==> src/rtl/dbell_pkg.sv <==
package dbell_pkg;
  localparam int unsigned OFF_STAT = 32'h000;
  localparam int unsigned OFF_CLR  = 32'h008;
  localparam int unsigned OFF_SET  = 32'h00C;
  localparam int unsigned OFF_WREQ = 32'hF88;
  localparam int unsigned OFF_WRDY = 32'hF8C;

  typedef enum logic [2:0] {
    HIT_NONE,
    HIT_STAT,
    HIT_ACT,
    HIT_WREQ,
    HIT_WRDY
  } hit_e;
endpackage

==> src/rtl/dbell_view_dec.sv <==
module dbell_view_dec
  import dbell_pkg::*;
#(
  parameter int unsigned ADDR_W = 12,
  parameter int unsigned DATA_W = 32,
  parameter bit          IS_SND = 1'b1
) (
  input  logic              clk_i,
  input  logic              rst_ni,
  input  logic [ADDR_W-1:0] addr_i,
  input  logic              we_i,
  input  logic              re_i,
  input  logic              sec_i,
  input  logic [DATA_W-1:0] stat_i,
  input  logic              wreq_i,
  input  logic              wrdy_i,
  output logic [DATA_W-1:0] rdata_o,
  output logic              act_we_o,
  output logic              wake_we_o,
  output logic              nonsec_o
);
  // sender acts through set, receiver through clear
  localparam int unsigned ACT_OFF = IS_SND ? OFF_SET : OFF_CLR;

  hit_e hit;

  always_comb begin
    hit = HIT_NONE;
    if (addr_i == ADDR_W'(OFF_STAT))                hit = HIT_STAT;
    else if (addr_i == ADDR_W'(ACT_OFF))            hit = HIT_ACT;
    else if (IS_SND && addr_i == ADDR_W'(OFF_WREQ)) hit = HIT_WREQ;
    else if (IS_SND && addr_i == ADDR_W'(OFF_WRDY)) hit = HIT_WRDY;
  end

  assign act_we_o  = we_i && sec_i && (hit == HIT_ACT);
  assign wake_we_o = we_i && sec_i && (hit == HIT_WREQ);
  assign nonsec_o  = (we_i || re_i) && !sec_i;

  always_comb begin
    rdata_o = '0;
    if (re_i && sec_i) begin
      unique case (hit)
        HIT_STAT: rdata_o = stat_i;
        HIT_WREQ: rdata_o = {{(DATA_W-1){1'b0}}, wreq_i};
        HIT_WRDY: rdata_o = {{(DATA_W-1){1'b0}}, wrdy_i};
        default:  rdata_o = '0;
      endcase
    end
  end

  AST_NS_NO_ACTION: assert property (@(posedge clk_i) disable iff (!rst_ni)
    !sec_i |-> (!act_we_o && !wake_we_o && rdata_o == '0)) else $error("AST_NS_NO_ACTION");
  AST_UNDEF_QUIET: assert property (@(posedge clk_i) disable iff (!rst_ni)
    (hit == HIT_NONE) |-> (!act_we_o && !wake_we_o && rdata_o == '0)) else $error("AST_UNDEF_QUIET");
endmodule

==> src/rtl/dbell_status.sv <==
module dbell_status #(
  parameter int unsigned DATA_W = 32
) (
  input  logic              clk_i,
  input  logic              rst_ni,
  input  logic              set_en_i,
  input  logic [DATA_W-1:0] set_val_i,
  input  logic              clr_en_i,
  input  logic [DATA_W-1:0] clr_val_i,
  input  logic              nonsec_i,
  output logic [DATA_W-1:0] status_o,
  output logic              irq_o
);
  localparam int unsigned         RSV_BIT = DATA_W - 1;
  localparam logic [DATA_W-1:0]   SW_MASK = {1'b0, {(DATA_W-1){1'b1}}};

  logic [DATA_W-1:0] status_q, status_d;

  always_comb begin
    status_d = status_q;
    if (clr_en_i) status_d = status_d & ~clr_val_i;
    if (set_en_i) status_d = status_d | (set_val_i & SW_MASK);
    if (nonsec_i) status_d[RSV_BIT] = 1'b1;
  end

  always_ff @(posedge clk_i or negedge rst_ni) begin
    if (!rst_ni) status_q <= '0;
    else         status_q <= status_d;
  end

  assign status_o = status_q;
  assign irq_o    = |(status_q & SW_MASK);

  AST_SET_LANDS: assert property (@(posedge clk_i) disable iff (!rst_ni)
    set_en_i |=> ((status_q & $past(set_val_i & SW_MASK)) == $past(set_val_i & SW_MASK)))
    else $error("AST_SET_LANDS");
  AST_CLR_LANDS: assert property (@(posedge clk_i) disable iff (!rst_ni)
    (clr_en_i && !set_en_i && !nonsec_i) |=> ((status_q & $past(clr_val_i)) == '0))
    else $error("AST_CLR_LANDS");
  AST_RSV_SOURCE: assert property (@(posedge clk_i) disable iff (!rst_ni)
    $rose(status_q[RSV_BIT]) |-> $past(nonsec_i)) else $error("AST_RSV_SOURCE");
  AST_SET_IRQ: assert property (@(posedge clk_i) disable iff (!rst_ni)
    (set_en_i && ((set_val_i & SW_MASK) != '0)) |=> irq_o) else $error("AST_SET_IRQ");
endmodule

==> src/rtl/dbell_wake.sv <==
module dbell_wake #(
  parameter int unsigned WAKE_DLY = 4
) (
  input  logic clk_i,
  input  logic rst_ni,
  input  logic we_i,
  input  logic val_i,
  output logic req_o,
  output logic rdy_o
);
  localparam int unsigned CNT_W = (WAKE_DLY < 2) ? 1 : $clog2(WAKE_DLY + 1);

  logic             req_q, rdy_q;
  logic [CNT_W-1:0] cnt_q;

  always_ff @(posedge clk_i or negedge rst_ni) begin
    if (!rst_ni)   req_q <= 1'b0;
    else if (we_i) req_q <= val_i;
  end

  // modelled receiver wake-up: ready after WAKE_DLY edges of held request
  always_ff @(posedge clk_i or negedge rst_ni) begin
    if (!rst_ni) begin
      cnt_q <= '0;
      rdy_q <= 1'b0;
    end else if (!req_q) begin
      cnt_q <= '0;
      rdy_q <= 1'b0;
    end else if (!rdy_q) begin
      if (cnt_q == CNT_W'(WAKE_DLY - 1)) rdy_q <= 1'b1;
      else                               cnt_q <= cnt_q + 1'b1;
    end
  end

  assign req_o = req_q;
  assign rdy_o = rdy_q;

  AST_RDY_DROP: assert property (@(posedge clk_i) disable iff (!rst_ni)
    !req_q |=> !rdy_q) else $error("AST_RDY_DROP");
  AST_RDY_RISE: assert property (@(posedge clk_i) disable iff (!rst_ni)
    $rose(rdy_q) |-> (req_q && $past(req_q))) else $error("AST_RDY_RISE");
  AST_REQ_WRITE: assert property (@(posedge clk_i) disable iff (!rst_ni)
    we_i |=> (req_q == $past(val_i))) else $error("AST_REQ_WRITE");
endmodule

==> src/rtl/dbell_mbox_chan.sv <==
module dbell_mbox_chan #(
  parameter int unsigned ADDR_W   = 12,
  parameter int unsigned WAKE_DLY = 4
) (
  input  logic              clk_i,
  input  logic              rst_ni,
  input  logic [ADDR_W-1:0] snd_addr_i,
  input  logic [31:0]       snd_wdata_i,
  input  logic              snd_we_i,
  input  logic              snd_re_i,
  input  logic              snd_sec_i,
  output logic [31:0]       snd_rdata_o,
  input  logic [ADDR_W-1:0] rcv_addr_i,
  input  logic [31:0]       rcv_wdata_i,
  input  logic              rcv_we_i,
  input  logic              rcv_re_i,
  input  logic              rcv_sec_i,
  output logic [31:0]       rcv_rdata_o,
  output logic              rcv_irq_o,
  output logic              wake_req_o
);
  localparam int unsigned DATA_W    = 32;
  localparam logic [31:0] WAKE_MASK = 32'h1;

  logic [DATA_W-1:0] status;
  logic snd_act_we, snd_wake_we, snd_nonsec;
  logic rcv_act_we, rcv_wake_we, rcv_nonsec;
  logic wreq, wrdy, wake_we, wake_val;

  dbell_view_dec #(.ADDR_W(ADDR_W), .DATA_W(DATA_W), .IS_SND(1'b1)) i_snd_dec (
    .clk_i, .rst_ni,
    .addr_i(snd_addr_i), .we_i(snd_we_i), .re_i(snd_re_i), .sec_i(snd_sec_i),
    .stat_i(status), .wreq_i(wreq), .wrdy_i(wrdy),
    .rdata_o(snd_rdata_o), .act_we_o(snd_act_we), .wake_we_o(snd_wake_we),
    .nonsec_o(snd_nonsec)
  );

  dbell_view_dec #(.ADDR_W(ADDR_W), .DATA_W(DATA_W), .IS_SND(1'b0)) i_rcv_dec (
    .clk_i, .rst_ni,
    .addr_i(rcv_addr_i), .we_i(rcv_we_i), .re_i(rcv_re_i), .sec_i(rcv_sec_i),
    .stat_i(status), .wreq_i(wreq), .wrdy_i(wrdy),
    .rdata_o(rcv_rdata_o), .act_we_o(rcv_act_we), .wake_we_o(rcv_wake_we),
    .nonsec_o(rcv_nonsec)
  );

  dbell_status #(.DATA_W(DATA_W)) i_status (
    .clk_i, .rst_ni,
    .set_en_i(snd_act_we), .set_val_i(snd_wdata_i),
    .clr_en_i(rcv_act_we), .clr_val_i(rcv_wdata_i),
    .nonsec_i(snd_nonsec || rcv_nonsec),
    .status_o(status), .irq_o(rcv_irq_o)
  );

  // receiver decoder never asserts its wake strobe; ORed for a uniform hookup
  assign wake_we  = snd_wake_we || rcv_wake_we;
  assign wake_val = (snd_wdata_i & WAKE_MASK) != '0;

  dbell_wake #(.WAKE_DLY(WAKE_DLY)) i_wake (
    .clk_i, .rst_ni,
    .we_i(wake_we), .val_i(wake_val),
    .req_o(wreq), .rdy_o(wrdy)
  );

  assign wake_req_o = wreq;

  AST_IRQ_TRACKS: assert property (@(posedge clk_i) disable iff (!rst_ni)
    (rcv_re_i && rcv_sec_i && rcv_addr_i == '0) |-> (rcv_irq_o == (rcv_rdata_o[30:0] != '0)))
    else $error("AST_IRQ_TRACKS");
  AST_VIEWS_AGREE: assert property (@(posedge clk_i) disable iff (!rst_ni)
    (snd_re_i && snd_sec_i && snd_addr_i == '0 && rcv_re_i && rcv_sec_i && rcv_addr_i == '0)
    |-> (snd_rdata_o == rcv_rdata_o)) else $error("AST_VIEWS_AGREE");
endmodule

==> config.mk <==
export PLATFORM = sky130hd
export DESIGN_NAME = dbell_mbox_chan
export DESIGN_NICKNAME = d
export VERILOG_FILES = /design/src/rtl/dbell_pkg.sv /design/src/rtl/dbell_view_dec.sv /design/src/rtl/dbell_status.sv /design/src/rtl/dbell_wake.sv /design/src/rtl/dbell_mbox_chan.sv
export SDC_FILE = /design/constraint.sdc
export NUM_CORES = 1
export LEC_CHECK = 0
export BUFFER_PORTS_ARGS = -buffer_cell sky130_fd_sc_hd__clkbuf_2
export CAP_MARGIN = 20
export CORE_ASPECT_RATIO = 1.1
export CORE_MARGIN = 2
export CORE_UTILIZATION = 30
export DETAILED_ROUTE_END_ITERATION = 10
export GPL_TIMING_DRIVEN = 0
export PLACE_DENSITY = 0.7
export RECOVER_POWER = 25
export SLEW_MARGIN = 20
export SYNTH_ARGS = -nofsm -noshare
export SYNTH_HDL_FRONTEND = slang
export SYNTH_SLANG_ARGS = --single-unit
==> constraint.sdc <==
create_clock -name clk_i -period 4.48 [get_ports clk_i]
set_clock_uncertainty 0.2 [all_clocks]
set_input_delay 0.672 -clock clk_i [delete_from_list [all_inputs] [get_ports clk_i]]
set_output_delay 0.672 -clock clk_i [all_outputs]
set_load 0.005 [all_outputs]
==> results of run 1 <==
## layer usage
layer | GRT usage [%] | routed length (microns)
met5 | 0 | 0
met4 | 3.904 | 93
met3 | 3.665 | 556
met2 | 34.05 | 4607
met1 | 22.26 | 3669
## critical path: stages
cell and delay [ns]:
clkbuf_2 0.08, nor4b_1 0.61, and4_1 0.44, clkbuf_1 0.37
and2_1 0.21, clkbuf_2 0.12
## logic make-up after synthesis
kind of cell	Yosys count	share of synthesized area, %
fa+ha+maj	2	0.9860
simple gates	133	32.15
mux	2	0.8875
compound gates	68	18.74
xor+xnor	1	0.3452
flops	37	36.49
buf+inv	61	10.40
## path summary, 6_finish.rpt
path / slack [ns] / from / to
worst min-delay path: 0.33 / i_wake.cnt_q[2] / i_wake.cnt_q[2]
min in group asynchronous: 0.77 / rst_ni / i_status.status_o[17]
max in group asynchronous: 2.13 / rst_ni / i_status.status_o[2]
worst min register to register: 0.33 / i_wake.cnt_q[2] / i_wake.cnt_q[2]
worst max-delay path: 1.10 / snd_addr_i[5] / snd_rdata_o[14]
worst max register to register: 2.83 / i_wake.cnt_q[0] / i_wake.cnt_q[0]
## cell usage after synthesis, drive strengths merged
| master | instances | share of area, % |
|---|---|---|
| and2 | 64 | 16 |
| dfrtp | 37 | 36 |
| nand3 | 33 | 6.5 |
| inv | 32 | 4.7 |
| o21ai | 32 | 6.3 |
| o41ai | 32 | 11 |
| clkbuf | 21 | 3.1 |
| nor4 | 9 | 2.8 |
| buf | 8 | 2.6 |
| nor2 | 5 | 0.74 |
| nand4 | 4 | 0.99 |
| and4 | 3 | 1.0 |
| nand2 | 3 | 0.44 |
| nor4b | 3 | 1.0 |
| or4 | 3 | 1.0 |
| ha | 2 | 0.99 |
| mux2 | 2 | 0.89 |
| nand2b | 2 | 0.49 |
| nor2b | 2 | 0.49 |
| a21boi | 1 | 0.30 |
| nor4bb | 1 | 0.39 |
| o211a | 1 | 0.39 |
| o22a | 1 | 0.35 |
| o2bb2ai | 1 | 0.35 |
| or4b | 1 | 0.39 |
| xor2 | 1 | 0.35 |
## metrics by stage
step           cell area [sq um]  setup slack, ns  instances  power, mW  hold WS (ns)
6_report                    3582            1.101        581     0.7302        0.3289
2_1_floorplan               2537            1.610        304     0.3743        0.1764
3_3_place_gp                3467            1.175        573     0.4337        0.3069
3_5_place_dp                3467            1.100        573     0.4348        0.3148
4_1_cts                     3583            1.103        581     0.7400        0.3335
5_1_grt                     3582           0.9530        581     0.7641        0.3672
## report_power, final
part	leakage [nW]	internal (mW)	total, mW	switching [mW]
Sequential	0.512	0.334	0.335	0.000738
Clock	0.0585	0.182	0.303	0.121
Combinational	1.33	0.0418	0.0923	0.0505
## flip-flops by register name (all words and copies together), names as in the netlist
| name | cells |
|---|---|
| i_wake.req_o | 1 |
| i_wake.cnt_q | 3 |
| i_wake.rdy_o | 1 |
| i_status.status_o | 32 |
## final cells by class
| type | count | area, sq um |
|---|---|---|
| multi-input combinational | 206 | 1348 |
| clock buffer | 7 | 86.33 |
| buffer | 29 | 143.9 |
| fill | 890 | 4695 |
| inverter | 32 | 120.1 |
| sequential | 37 | 925.9 |
| tap | 111 | 138.9 |
| timing repair buffer | 158 | 789.5 |
| clock inverter | 1 | 30.03 |
==> impl_metrics.ini, run 1 <==
[run_status]
status = finished with violations
violations = max-capacitance violations, max-slew violations

[setup_path]
reg2reg_depth = 5
arrival_ns = 2.51
crit_type = in -> out
path_max_fanout = 10
cp-start-kind = primary input
required_ns = 3.61
cp-end-kind = output port

[floorplanning]
io_pins = 162
die_x_microns = 91.69
core_sq_um = 8277
die_y_microns = 100.5
row_count = 35
die_area_sq_um = 9211
start_util_pct = 30.66

[sta]
tns_ns = 0
slew_viol_final = 38
finalHoldViolCount = 0
rsz0062_at_grt = false
finalCritPeriodShare_pct = 75.43
slew_headroom_pct = -37.21
worst_slew_pin_slew_ns = 2.058
fmax_mhz = 295.9
setup_viol = 0
post-route-min-period_ns = 3.379

[clock_network]
path_clk_slew_ns = 0.08
cts_buffers = 5
postCtsHoldBufs = 0
clk_latency_ns = 0.29
ctsHtreeMaxLevel = 2
cts-root-buf = clkbuf_8
post-cts-setup-buffer-count = 0
clockBufferDepth = 2
clock_sinks = 37
cts_tree = built
cts_resized = 0

[power]
p_leak_nw = 1.902
power_density_nw_per_um2 = 203.8
vdd_drop_max_mv = 0.1740

[global_route]
grt_pass1_vias = 2776
grt_pass1_wl_microns = 13650
overflow = 0
antenna_found_initial = 0
grtUsageTotal_pct = 18.44
grt_max_degree = 38

[final_layout]
layout.nets = 567
layout-drive-gt1-share_pct = 37.45
area_growth_pct = 41.17
utilization_pct = 43.28
layout_common_cells = 157 x clkbuf_2, 64 x and2_1, 37 x dfrtp_1
final_common_cell = clkbuf_2
antenna_cells = 0

[place]
portBuffers = 158
gp_congestion = 0.7935
dp_hpwl_microns = 6869

[synth]
synth-seq-area-share_pct = 36.49
avgSynthCellArea_sq_um = 8.347
synth_warnings = 0
syn-num-nets = 402
yosys_register_bits = 37
syn_inst = 304
yosys.cell_types.count = 30
syn_area_sq_um = 2537

[detailed_routing]
avgRoutedWirePerCell_microns = 15.36
firstDrtPassIters = 4
drc_errors = 0
viasPerCell = 4.993
via_count = 2901
initialDrtViolationCount = 130
totalWireLength_microns = 8927
antenna_left = 0

[worst_hold_path]
min_path_type = reg -> reg
holdPathStages = 1

[flow_run]
max_cap_violations = 1
Power figures use the tool's default switching activity.
==> inputs of run 2 (changes only) <==
--- a/config.mk
+++ b/config.mk
@@ -5,6 +5,7 @@
 export SDC_FILE = /design/constraint.sdc
 export NUM_CORES = 1
 export LEC_CHECK = 0
+export ABC_AREA = 1
 export BUFFER_PORTS_ARGS = -buffer_cell sky130_fd_sc_hd__clkbuf_2
 export CAP_MARGIN = 20
 export CORE_ASPECT_RATIO = 1.1
@@ -12,7 +13,7 @@
 export CORE_UTILIZATION = 30
 export DETAILED_ROUTE_END_ITERATION = 10
 export GPL_TIMING_DRIVEN = 0
-export PLACE_DENSITY = 0.7
+export PLACE_DENSITY = 0.68
 export RECOVER_POWER = 25
 export SLEW_MARGIN = 20
 export SYNTH_ARGS = -nofsm -noshare
==> constraint.sdc (replaced) <==
create_clock -name clk_i -period 3.3 [get_ports clk_i]
set_clock_uncertainty 0.2 [all_clocks]
set_input_delay 0.495 -clock clk_i [delete_from_list [all_inputs] [get_ports clk_i]]
set_output_delay 0.495 -clock clk_i [all_outputs]
set_load 0.005 [all_outputs]
==> impl_metrics.ini, run 2 <==
[detailed_routing]
antenna_left = 0
initialDrtViolationCount = 63
via_count = 3040
drc_errors = 0
viasPerCell = 4.592
avgRoutedWirePerCell_microns = 13.13
top_layer = met4
met2_length_microns = 4358
firstDrtPassIters = 4
wl_met1_microns = 3691
met3_length_microns = 528
totalWireLength_microns = 8693

[floorplanning]
io_pins = 162
die_y_microns = 105.8
start_util_pct = 30.54
die_area_sq_um = 10220
die_x_microns = 96.57
row_count = 37
core_sq_um = 9259

[global_route]
grt_pass1_wl_microns = 13430
grt_max_degree = 38
antenna_found_initial = 0
overflow = 0
grt_pass1_vias = 2943
grtUsageTotal_pct = 16.83

[setup_path]
arrival_ns = 1.76
cpPeakStageDelay_ns = 0.27
crit_type = in -> out
cp_cell_sequence = clkbuf_2 -> nor2_1 -> nand2_1 -> nor2_2 -> nand2_1 -> buf_6 -> nor3_2 -> clkbuf_2
path_max_fanout = 10
cp-start-kind = primary input
required_ns = 2.60
reg2reg_depth = 6
cp-end-kind = output port
cp_slowest_cell = nor2_2

[synth]
synth_edf_count = 0
yosys_register_bits = 37
ys.flop_type = dfrtp_1
synth_most_common_cell = nand2_1
yosys.area.top_type = dfrtp_1
ys_top_cells_by_area = dfrtp_1 33%, nor3_2 21%, nand2_1 15%, nand3_1 6.9%, inv_1 6.0%
yosys.cell_types.count = 23
syn_inst = 377
yosys-top-cells-count = 114 x nand2_1, 60 x nor3_2, 45 x inv_1, 39 x nand3_1, 37 x dfrtp_1
synthArstFlopShare_pct = 100.0
synth.top_cell.area_share_pct = 32.74
synth-seq-area-share_pct = 32.74
avgSynthCellArea_sq_um = 7.501
syn-num-nets = 475
synth_warnings = 0
syn_area_sq_um = 2828

[place]
placed_area_sq_um = 3775
portBuffers = 160
dp_slack_ns = 0.8143
gp_congestion = 0.8258
dp_hpwl_microns = 6988

[power]
p_leak_nw = 1.914
power_density_nw_per_um2 = 267.4
total_power_mw = 1.045
p_switching_mw = 0.2405
seqPwrFrac_pct = 43.5
p_int_mw = 0.8045
pwr-share-comb_pct = 11.1
vdd_drop_max_mv = 0.1959
switching_share_pct = 23.01
clockPowerShare_pct = 45.4

[clock_network]
cts_buffers = 5
clockBufferDepth = 2
cts_resized = 0
cts_tree = built
postCtsHoldBufs = 0
ctsHtreeMaxLevel = 2
clk_latency_ns = 0.28
cts-root-buf = clkbuf_8
path_clk_slew_ns = 0.09
clock_sinks = 37
post-cts-setup-buffer-count = 0

[final_layout]
area_growth_pct = 38.19
largest_reg_flops = 32
layout.nets = 642
final_cell_area_sq_um = 3908
antenna_cells = 0
final_common_cell = clkbuf_2
nFillCells = 972
layout-drive-gt1-share_pct = 47.16
layout_common_cells = 159 x clkbuf_2, 114 x nand2_1, 60 x nor3_2

[sta]
finalHoldViolCount = 0
tns_ns = 0
slew_viol_final = 38
finalCritPeriodShare_pct = 74.31
setup_slack_ns = 0.8479
setup_viol = 0
worst_slew_pin_slew_ns = 2.051
rsz0062_at_grt = false
post-route-min-period_ns = 2.452
slew_headroom_pct = -36.70
fmax_mhz = 407.8

[flow_run]
max_cap_violations = 1

[worst_hold_path]
holdPathStages = 3
min_path_type = in -> reg

[run_status]
status = finished with violations
violations = max-capacitance violations, max-slew violations
## run 2: worst paths after layout
| path | startpoint | endpoint | slack, ns |
|---|---|---|---|
| min in group asynchronous | rst_ni | i_status.status_o[24] | 0.58 |
| hold reg to reg | i_status.status_o[6] | i_status.status_o[6] | 0.28 |
| max in group asynchronous | rst_ni | i_status.status_o[2] | 1.14 |
| hold / removal | snd_wdata_i[23] | i_status.status_o[23] | 0.20 |
| setup / recovery | rcv_addr_i[11] | rcv_rdata_o[11] | 0.85 |
| setup reg to reg | i_wake.cnt_q[0] | i_wake.cnt_q[0] | 1.69 |
## run 2: cell type report
type | count | area [sq um] | area share, %
repair buffers | 160 | 799.5 | 20.46
inverters | 45 | 168.9 | 4.323
clock buffers | 5 | 68.82 | 1.761
plain buffers | 21 | 153.9 | 3.939
multi-input cells | 274 | 1579 | 40.41
clock inverters | 3 | 65.06 | 1.665
well taps | 117 | 146.4 | 3.746
flip-flops and latches | 37 | 925.9 | 23.70
## run 2: worst max-delay path, delay by kind of cell
| family | cells | cell delay, ns |
|---|---|---|
| buffers and inverters | 3 | 0.44 |
| and+or+nand+nor | 5 | 0.81 |
## run 2: logic make-up (layout without fill, tap and decap cells)
kind of cell,count (synthesis),count (layout),synth area share [%]
AOI/OAI and AO/OA,6,6,1.239
adders and majority gates,2,2,0.8848
buffers and inverters,66,234,11.42
DFF,37,37,32.74
and+or+nand+nor,266,266,53.72
## run 2: routing by layer
metal / vias to the layer above / GRT usage (%)
met5: - / 0
met4: 0 / 4.728
met3: 10 / 2.716
met2: 110 / 29.41
met1: 1379 / 21.06
li1: 1541 / -
## run 2: through the flow
step	hold slack [ns]	util (%)	instances
6_report	0.1956	42.20	662
5_1_grt	0.2027	42.20	662
4_1_cts	0.1726	42.22	662
3_5_place_dp	0.2589	40.77	654
3_3_place_gp	0.2556	40.77	654
2_1_floorplan	-0.0005910	-	377
## run 2: power groups by stage
stage	clock network, mW	logic [mW]	registers (mW)
floorplan	0	0.0365	0.464
global placement	0	0.116	0.464
detailed placement	0	0.118	0.464
CTS	0.484	0.118	0.455
global route	0.504	0.131	0.455
finish	0.474	0.116	0.455
==> inputs of run 3 (changes only) <==
--- a/config.mk
+++ b/config.mk
@@ -5,7 +5,7 @@
 export SDC_FILE = /design/constraint.sdc
 export NUM_CORES = 1
 export LEC_CHECK = 0
-export ABC_AREA = 1
+export ABC_AREA = 0
 export BUFFER_PORTS_ARGS = -buffer_cell sky130_fd_sc_hd__clkbuf_2
 export CAP_MARGIN = 20
 export CORE_ASPECT_RATIO = 1.1
@@ -13,7 +13,7 @@
 export CORE_UTILIZATION = 30
 export DETAILED_ROUTE_END_ITERATION = 10
 export GPL_TIMING_DRIVEN = 0
-export PLACE_DENSITY = 0.68
+export PLACE_DENSITY = 0.72
 export RECOVER_POWER = 25
 export SLEW_MARGIN = 20
 export SYNTH_ARGS = -nofsm -noshare
==> constraint.sdc (replaced) <==
create_clock -name clk_i -period 2.1 [get_ports clk_i]
set_clock_uncertainty 0.2 [all_clocks]
set_input_delay 0.315 -clock clk_i [delete_from_list [all_inputs] [get_ports clk_i]]
set_output_delay 0.315 -clock clk_i [all_outputs]
set_load 0.005 [all_outputs]
==> impl_metrics.ini, run 3 (synthesis gave the netlist of run 1 again) <==
[detailed_routing]
top_layer = met4
avgRoutedWirePerCell_microns = 15.96
met3_length_microns = 632
via_count = 2996
met2_length_microns = 4733
wl_met1_microns = 4016
initialDrtViolationCount = 130
viasPerCell = 5.061
firstDrtPassIters = 4
totalWireLength_microns = 9451
drc_errors = 0
antenna_left = 0

[sta]
finalCritPeriodShare_pct = 111.1
setup_viol = 33
post-route-min-period_ns = 2.332
slew_headroom_pct = 34.94
hold_ws_ns = 0.03362
setup_slack_ns = -0.2325
rsz0062_at_grt = true
fmax_mhz = 428.7
tns_ns = -6.804
slew_viol_final = 0
finalHoldViolCount = 0
worst_slew_pin_slew_ns = 0.9760

[global_route]
grt_pass1_vias = 2816
overflow = 0
grt_max_degree = 38
grtUsageTotal_pct = 19.04
antenna_found_initial = 0
grt_pass1_wl_microns = 13990

[run_status]
violations = negative setup slack
status = finished with violations

[final_layout]
largest_reg_flops = 32
antenna_cells = 0
area_growth_pct = 51.82
layout.nets = 578
final_common_cell = clkbuf_2
layout-drive-gt1-share_pct = 44.28
final_cell_count_no_fill = 592
layout_common_cells = 139 x clkbuf_2, 47 x and2_1, 37 x dfrtp_1

[setup_path]
cp-start-kind = primary input
arrival_ns = 1.82
crit_type = in -> out
path_buf_inv = 4
required_ns = 1.58
r2r-start = i_wake.cnt_q[0]
cpPeakStageDelay_ns = 0.56
r2r_slack_ns = 0.43
critPathMostFrequentCell = buf_6
path_max_fanout = 5
cp_cell_sequence = buf_6 -> or4_4 -> nor4_4 -> buf_6 -> buf_6 -> and2_4 -> buf_6
cp_slowest_cell = or4_4
startpoint = rcv_addr_i[10]
cp_top_family = simple AND/OR/NAND/NOR gates
cp-end-kind = output port
critPathCapture = rcv_rdata_o[16]
path_depth = 7
reg2reg_depth = 5
r2r-end = i_wake.cnt_q[0]

[power]
pwr-share-comb_pct = 14.1
power_density_nw_per_um2 = 386.5
p_switching_mw = 0.3833
switching_share_pct = 25.74
vdd_drop_max_mv = 0.2361
seqPwrFrac_pct = 48.0
p_int_mw = 1.106
clockPowerShare_pct = 37.9
p_leak_nw = 2.038

[floorplanning]
row_count = 35
die_x_microns = 91.69
die_y_microns = 100.5
die_area_sq_um = 9211
start_util_pct = 30.66
io_pins = 162
core_sq_um = 8277

[clock_network]
clockBufferDepth = 2
cts_buffers = 5
clock_sinks = 37
path_clk_slew_ns = 0.07
cts_tree = built
clk_latency_ns = 0.29
ctsHtreeMaxLevel = 2
cts-root-buf = clkbuf_8

[worst_hold_path]
min_path_type = in -> reg
min_from = snd_wdata_i[5]
holdPathStages = 3

[place]
dp_cells = 573
dp_hpwl_microns = 6884
gp_congestion = 0.8309
portBuffers = 158
dp_slack_ns = -0.5370

[flow_run]
max_cap_violations = 0
==> run 3: changes by cell type in the layout (fill, tap and decap cells not counted), moves of 20 or more <==
cell,change
o21ai_1,+29
o41ai_1,+32
nor3_2,-60
clkbuf_2,-20
nand2_1,-111
and2_1,+47
==> run 3: layout make-up <==
cell class	count	area, sq um
plain buffers	26	133.9
clock buffers	7	96.34
clock inverters	1	5.005
fillers	809	4424
inverters	32	120.1
multi-input cells	206	1434
flip-flops and latches	37	925.9
well taps	111	138.9
repair buffers	172	998.5
==> run 3: how the worst min path moves through the flow <==
stage / endpoint / slack (ns)
3_5_place_dp: i_status.status_o[26] / 0.30
2_1_floorplan: i_status.status_o[0] / -0.18
5_1_grt: i_status.status_o[10] / 0.04
4_1_cts: i_status.status_o[5] / 0.03
6_report: i_status.status_o[5] / 0.03
3_3_place_gp: i_status.status_o[26] / 0.29
==> run 3: stage by stage <==
step           area (sq um)  power [mW]  utilization [%]
2_1_floorplan          2547      0.7996                -
4_1_cts                3690       1.496            44.58
5_1_grt                3852       1.542            46.55
3_3_place_gp           3477      0.9269            42.01
6_report               3852       1.489            46.55
3_5_place_dp           3477      0.9299            42.01
==> run 3: power groups by stage <==
stage	registers [mW]	clock network, mW	logic (mW)
after global placement	0.729	0	0.198
after global routing	0.715	0.597	0.230
after detailed placement	0.729	0	0.201
after CTS	0.715	0.574	0.208
final	0.715	0.565	0.209
after floorplan	0.729	0	0.0710
==> run 3: tightest hold or removal path, delay by kind of cell <==
kind | cells | cell delay, ns
buf+inv | 2 | 0.12
compound gates | 1 | 0.06
==> run 3: metal layers <==
| metal | GRT usage (%) | vias up |
|---|---|---|
| li1 | - | 1446 |
| met1 | 24.68 | 1403 |
| met4 | 3.674 | 0 |
| met2 | 33.20 | 135 |
| met5 | 0 | - |
| met3 | 3.889 | 12 |
==> run 3: what timing repair did <==
action | CTS | global route
pin swaps | 4 | 7
endpoints found under the setup margin | 65 | 64
setup buffers | 5 | 5
gates resized for setup | 21 | 42
endpoints found under the hold margin | 37 | 0
cloned | 3 | 0
hold buffers | 1 | 0
